[src/rtl/ctl_port_pkg.sv]
// Package: shared widths for the serial control port.
// Assumes: the word is split MSB-first into main, swallow, spare and selector bits.
package ctl_port_pkg;
    parameter int WORD_W    = 23;
    parameter int MAIN_W    = 13;
    parameter int SWAL_W    = 5;
    parameter int REF_W     = 11;
    parameter int SYNC_DEPTH = 2;

    localparam int MAIN_LSB = WORD_W - MAIN_W;
    localparam int SWAL_LSB = MAIN_LSB - SWAL_W;
    localparam int REF_LSB  = 1;

    typedef struct packed {
        logic [MAIN_W-1:0] main_cnt;
        logic [SWAL_W-1:0] swal_cnt;
    } fb_set_t;
endpackage

[src/rtl/ctl_sync.sv]
// Module: ctl_sync
// Brings a vector of asynchronous single-bit inputs into the clk domain.
// Assumes: each bit is independent; no bus coherency is required.
module ctl_sync #(
    parameter int WIDTH  = 3,
    parameter int STAGES = 2
) (
    input  logic             clk,
    input  logic             rst_n,
    input  logic [WIDTH-1:0] async_i,
    output logic [WIDTH-1:0] sync_o
);
    logic [WIDTH-1:0] chain_q [STAGES];

    genvar g;
    generate
        for (g = 0; g < STAGES; g++) begin : g_stage
            // Purpose: one flop stage of the synchronizer chain.
            always_ff @(posedge clk) begin
                if (!rst_n)      chain_q[g] <= '0;
                else if (g == 0) chain_q[g] <= async_i;
                else             chain_q[g] <= chain_q[(g == 0) ? 0 : g-1];
            end
        end
    endgenerate

    assign sync_o = chain_q[STAGES-1];
endmodule

[src/rtl/ctl_shift.sv]
// Module: ctl_shift
// Finds serial-clock and latch-enable rising edges and shifts data MSB first.
// Assumes: inputs are already synchronized; shifting stops while latch is high.
module ctl_shift #(
    parameter int WORD_W = 23
) (
    input  logic              clk,
    input  logic              rst_n,
    input  logic              sclk_s,
    input  logic              sdata_s,
    input  logic              le_s,
    output logic [WORD_W-1:0] word_o,
    output logic              le_rise_o
);
    logic sclk_q;
    logic le_q;
    logic sclk_rise;

    // Purpose: remember the last synchronized levels for edge detection.
    always_ff @(posedge clk) begin
        if (!rst_n) begin
            sclk_q <= 1'b0;
            le_q   <= 1'b0;
        end else begin
            sclk_q <= sclk_s;
            le_q   <= le_s;
        end
    end

    assign sclk_rise = sclk_s & ~sclk_q;
    assign le_rise_o = le_s & ~le_q;

    // Purpose: shift one bit in at the LSB on a serial clock rise, frozen while latch is high.
    always_ff @(posedge clk) begin
        if (!rst_n)                  word_o <= '0;
        else if (sclk_rise && !le_s) word_o <= {word_o[WORD_W-2:0], sdata_s};
    end
endmodule

[src/rtl/ctl_latch.sv]
// Module: ctl_latch
// Routes the shifted word to one of two holding registers, chosen by word bit 0.
// Assumes: a single-cycle load request from the edge detector.
module ctl_latch
    import ctl_port_pkg::*;
(
    input  logic              clk,
    input  logic              rst_n,
    input  logic [WORD_W-1:0] word_i,
    input  logic              load_i,
    output fb_set_t           fb_o,
    output logic [REF_W-1:0]  ref_o,
    output logic              fb_upd_o,
    output logic              ref_upd_o
);
    logic sel_fb;
    assign sel_fb = word_i[0];

    // Purpose: load the selected holding register and pulse its strobe.
    always_ff @(posedge clk) begin
        if (!rst_n) begin
            fb_o      <= '0;
            ref_o     <= '0;
            fb_upd_o  <= 1'b0;
            ref_upd_o <= 1'b0;
        end else begin
            fb_upd_o  <= load_i &  sel_fb;
            ref_upd_o <= load_i & ~sel_fb;
            if (load_i && sel_fb) begin
                fb_o.main_cnt <= word_i[WORD_W-1:MAIN_LSB];
                fb_o.swal_cnt <= word_i[MAIN_LSB-1:SWAL_LSB];
            end
            if (load_i && !sel_fb) begin
                ref_o <= word_i[REF_LSB+REF_W-1:REF_LSB];
            end
        end
    end
endmodule

[src/rtl/serial_ctrl_port.sv]
// Module: serial_ctrl_port (top)
// Three-wire serial receiver feeding feedback and reference divider settings.
// Assumes: each serial clock phase lasts at least three clk periods.
module serial_ctrl_port
    import ctl_port_pkg::*;
(
    input  logic              clk,
    input  logic              rst_n,
    input  logic              sclk_i,
    input  logic              sdata_i,
    input  logic              le_i,
    output logic [MAIN_W-1:0] fb_main_o,
    output logic [SWAL_W-1:0] fb_swallow_o,
    output logic [REF_W-1:0]  ref_div_o,
    output logic              fb_upd_o,
    output logic              ref_upd_o
);
    logic [2:0]        pins_s;
    logic [WORD_W-1:0] word;
    logic              le_rise;
    fb_set_t           fb_set;

    ctl_sync #(.WIDTH(3), .STAGES(SYNC_DEPTH)) u_sync (
        .clk     (clk),
        .rst_n   (rst_n),
        .async_i ({le_i, sdata_i, sclk_i}),
        .sync_o  (pins_s)
    );

    ctl_shift #(.WORD_W(WORD_W)) u_shift (
        .clk       (clk),
        .rst_n     (rst_n),
        .sclk_s    (pins_s[0]),
        .sdata_s   (pins_s[1]),
        .le_s      (pins_s[2]),
        .word_o    (word),
        .le_rise_o (le_rise)
    );

    ctl_latch u_latch (
        .clk       (clk),
        .rst_n     (rst_n),
        .word_i    (word),
        .load_i    (le_rise),
        .fb_o      (fb_set),
        .ref_o     (ref_div_o),
        .fb_upd_o  (fb_upd_o),
        .ref_upd_o (ref_upd_o)
    );

    assign fb_main_o    = fb_set.main_cnt;
    assign fb_swallow_o = fb_set.swal_cnt;
endmodule

[config.mk]
export PLATFORM = sky130hd
export DESIGN_NAME = serial_ctrl_port
export DESIGN_NICKNAME = d
export VERILOG_FILES = /design/src/rtl/ctl_port_pkg.sv /design/src/rtl/ctl_sync.sv /design/src/rtl/ctl_shift.sv /design/src/rtl/ctl_latch.sv /design/src/rtl/serial_ctrl_port.sv
export SDC_FILE = /design/constraint.sdc
export NUM_CORES = 1
export LEC_CHECK = 0
export BUFFER_PORTS_ARGS = -buffer_cell sky130_fd_sc_hd__buf_2
export CAP_MARGIN = 5
export CORE_MARGIN = 5
export CORE_UTILIZATION = 35
export DETAILED_ROUTE_END_ITERATION = 10
export SETUP_SLACK_MARGIN = 0.02
export SYNTH_ARGS = -nofsm -noshare
export SYNTH_HDL_FRONTEND = slang
export SYNTH_SLANG_ARGS = --single-unit
[constraint.sdc]
create_clock -name clk -period 2.4 [get_ports clk]
set_input_delay 0 -clock clk [delete_from_list [all_inputs] [get_ports clk]]
set_output_delay 0 -clock clk [all_outputs]
set_load 0.01 [all_outputs]
==> run metrics <==
Setup violations, final=0; vias in the first global route=1411; ANT nets after route=0; layout cells sized above 1=23.2%; CTS H-tree lvls=3; gr ovfl total=0; most frequent cells in the layout=dfxtp_1, nand2_1, mux2i_1; FF/Latch Area=0.00124 mm²; number of port buffers=35; Die X=88.1 µm; final period utilization=51.6%; Final Wtd Congestion=0.641; # Post-CTS Setup Buffers=0; Max-Cap Viols=0; post-route cell area=0.00260 mm²; total track usage=11.1%; Root Driver=clkbuf_8; Reg power frac=51.8%; area of the mapped netlist=0.00214 mm²; R2R depth=3; routed wire length=3690 µm; WHS Endpoint=u_shift.word_o[0]; area of the multi-input gates=827 µm²; antenna violations before repair=0; DR WL/cell=11.8 µm; most common cell after layout, fill and taps aside=dfxtp_1; DR WL met2=1530 µm; Power Density=769 mW/mm²; sequential area share after synthesis=58.1%; CP delay by family, top=buffers and inverters; # IOs=36; number of fillers in the final layout=579; Via density=4.37; final core occ=44.0%; dpl cell area=0.00237 mm²; HP Start=rst_n; DR pass1 iterations=4; Critical Path Max Stage Delay=0.38 ns; Crit. End Element=flop; first-pass GRT wire length=6470 µm; TritonCTS Buffers=9; Residual DRC=0; setup TNS=0 ns; CTS tree=built; Post-CTS Resized=0; floorplan row count=28; yosys warns=0; cells along the critical path=nor3b_4, buf_4, mux2i_1; initial detailed-routing violation count=68; total net switching power=0.000412 W; r2r endpoint=u_shift.word_o[7]; largest net degree at the start of global routing=40; n_diodes=0; R2R Setup Slk=1.16 ns; Int Pwr=0.00159 W; clk sinks=62; Clock Pin Slew Worst Setup and Hold Paths=0.07 ns; Via Count=1362; clock skew=0.00558 ns; Setup CP Type=flop to flop; DRT met1 WL=1830 µm; Worst slew margin=72.3%; Clock Power Share=45.5%; die height=88.1 µm; DR WL met3=244 µm; Gate power share=2.7%; Layout Nets=237; slowest stage cell, crit path=buf_4; Clock Latency Late Sink=0.33 ns; Lkg Pwr=1.23 nW; Hold Path Stages=3; launch point of the worst reg-to-reg path=u_sync.chain_q[1][2]; WP data required=2.67 ns; fmax=808 MHz; worst hold path type=input pin to flop; Worst Path Max Fanout=23; hold bufs inserted after CTS=3; status=complete, no violations; uppermost layer routed=met4; starting density of the core=36.1%; Cell variety after synth=13; maximum vdd ir drop=362 µV; Die ar.=0.00777 mm²; critical path buffer and inverter count=1; Clock Tree Buf Depth=2; number of synthesized register bits=62; Area Growth Syn to Fin=21.8%; Net Sw Frac=20.6%; min Tclk post-route=1.24 ns; Startpoint Class=flop; crit path DAT=1.50 ns; RSZ-0062 raised after global routing=no; Synth Net Count=197; Cells after Synth=192; final hold vios=0; core footprint=0.00592 mm²; total power=0.00200 W; Pins Over Slew Limit=0; Syn Area/Cell=11.1 µm²; Least-Margin Pin Slew=0.416 ns; Final HPWL DP=2270 µm
-- cells by family after synthesis --
family,Yosys count,share of synthesized area (%)
buf+inv,12,3.51
flops,62,58.1
mux,52,24.4
simple gates,66,14.1
-- worst max-delay path by stage --
| stage | depth (start not counted) | start | to |
|---|---|---|---|
| after floorplan | 3 | u_sync.chain_q[1][2] | u_shift.word_o[15] |
| after global placement | 2 | u_sync.chain_q[1][2] | u_latch.ref_o[9] |
| after detailed placement | 3 | u_sync.chain_q[1][2] | u_shift.word_o[8] |
| after CTS | 3 | u_sync.chain_q[1][2] | u_shift.word_o[0] |
| after global routing | 3 | u_sync.chain_q[1][2] | u_shift.word_o[22] |
| final | 3 | u_sync.chain_q[1][2] | u_shift.word_o[7] |
-- worst min-delay path: cells and delay by family --
kind / cells / cell delay [ns]
buf+inv: 1 / 0.24
mux: 1 / 0.06
simple gates: 1 / 0.12
-- power groups by stage --
stage               Sequential, W  Clock (W)  Combinational, W
finish                    0.00104   0.000911         0.0000535
CTS                       0.00104   0.000939         0.0000539
global placement          0.00106          0         0.0000502
floorplan                 0.00106          0         0.0000404
global route              0.00104   0.000989         0.0000582
detailed placement        0.00106          0         0.0000501
-- synth_stat cells, drive strengths merged --
master | n | area [µm²]
dfxtp | 62 | 1240
nand2 | 53 | 199
mux2i | 52 | 521
and2 | 8 | 50.1
buf | 7 | 56.3
clkbuf | 5 | 18.8
and4b | 1 | 10.0
nand3b | 1 | 7.51
nor3b | 1 | 12.5
nor4bb | 1 | 10.0
or3b | 1 | 11.3
-- flip-flops by register name, summed over array words and instances, names as in the netlist --
name / flops
u_sync.chain_q: 6
u_shift.sclk_q: 1
u_latch.ref_o: 11
u_shift.word_o: 23
u_latch.fb_upd_o: 1
u_shift.le_q: 1
u_latch.fb_o: 18
u_latch.ref_upd_o: 1
-- stage by stage --
step                      setup slack, ns  hold slack (ns)  instances
after floorplan                      1.22            0.127        192
after detailed placement             1.18            0.212        293
final                                1.16            0.133        312
after global routing                 1.05            0.160        312
after global placement               1.20            0.209        293
after CTS                            1.16            0.126        312
-- area by class of cell --
class	count	share of cell area (%)
flip-flops and latches	62	47.7
clock inverters	4	1.73
well taps	75	3.61
clock buffers	12	5.96
multi-input cells	118	31.8
repair buffers	41	9.23
-- routing by layer --
metal | vias to the layer above | track usage, %
met5 | - | 0
met4 | 0 | 7.01
met3 | 8 | 4.80
met2 | 28 | 15.8
met1 | 610 | 13.6
li1 | 716 | -
Note: power is estimated with default switching activity, not from simulation.
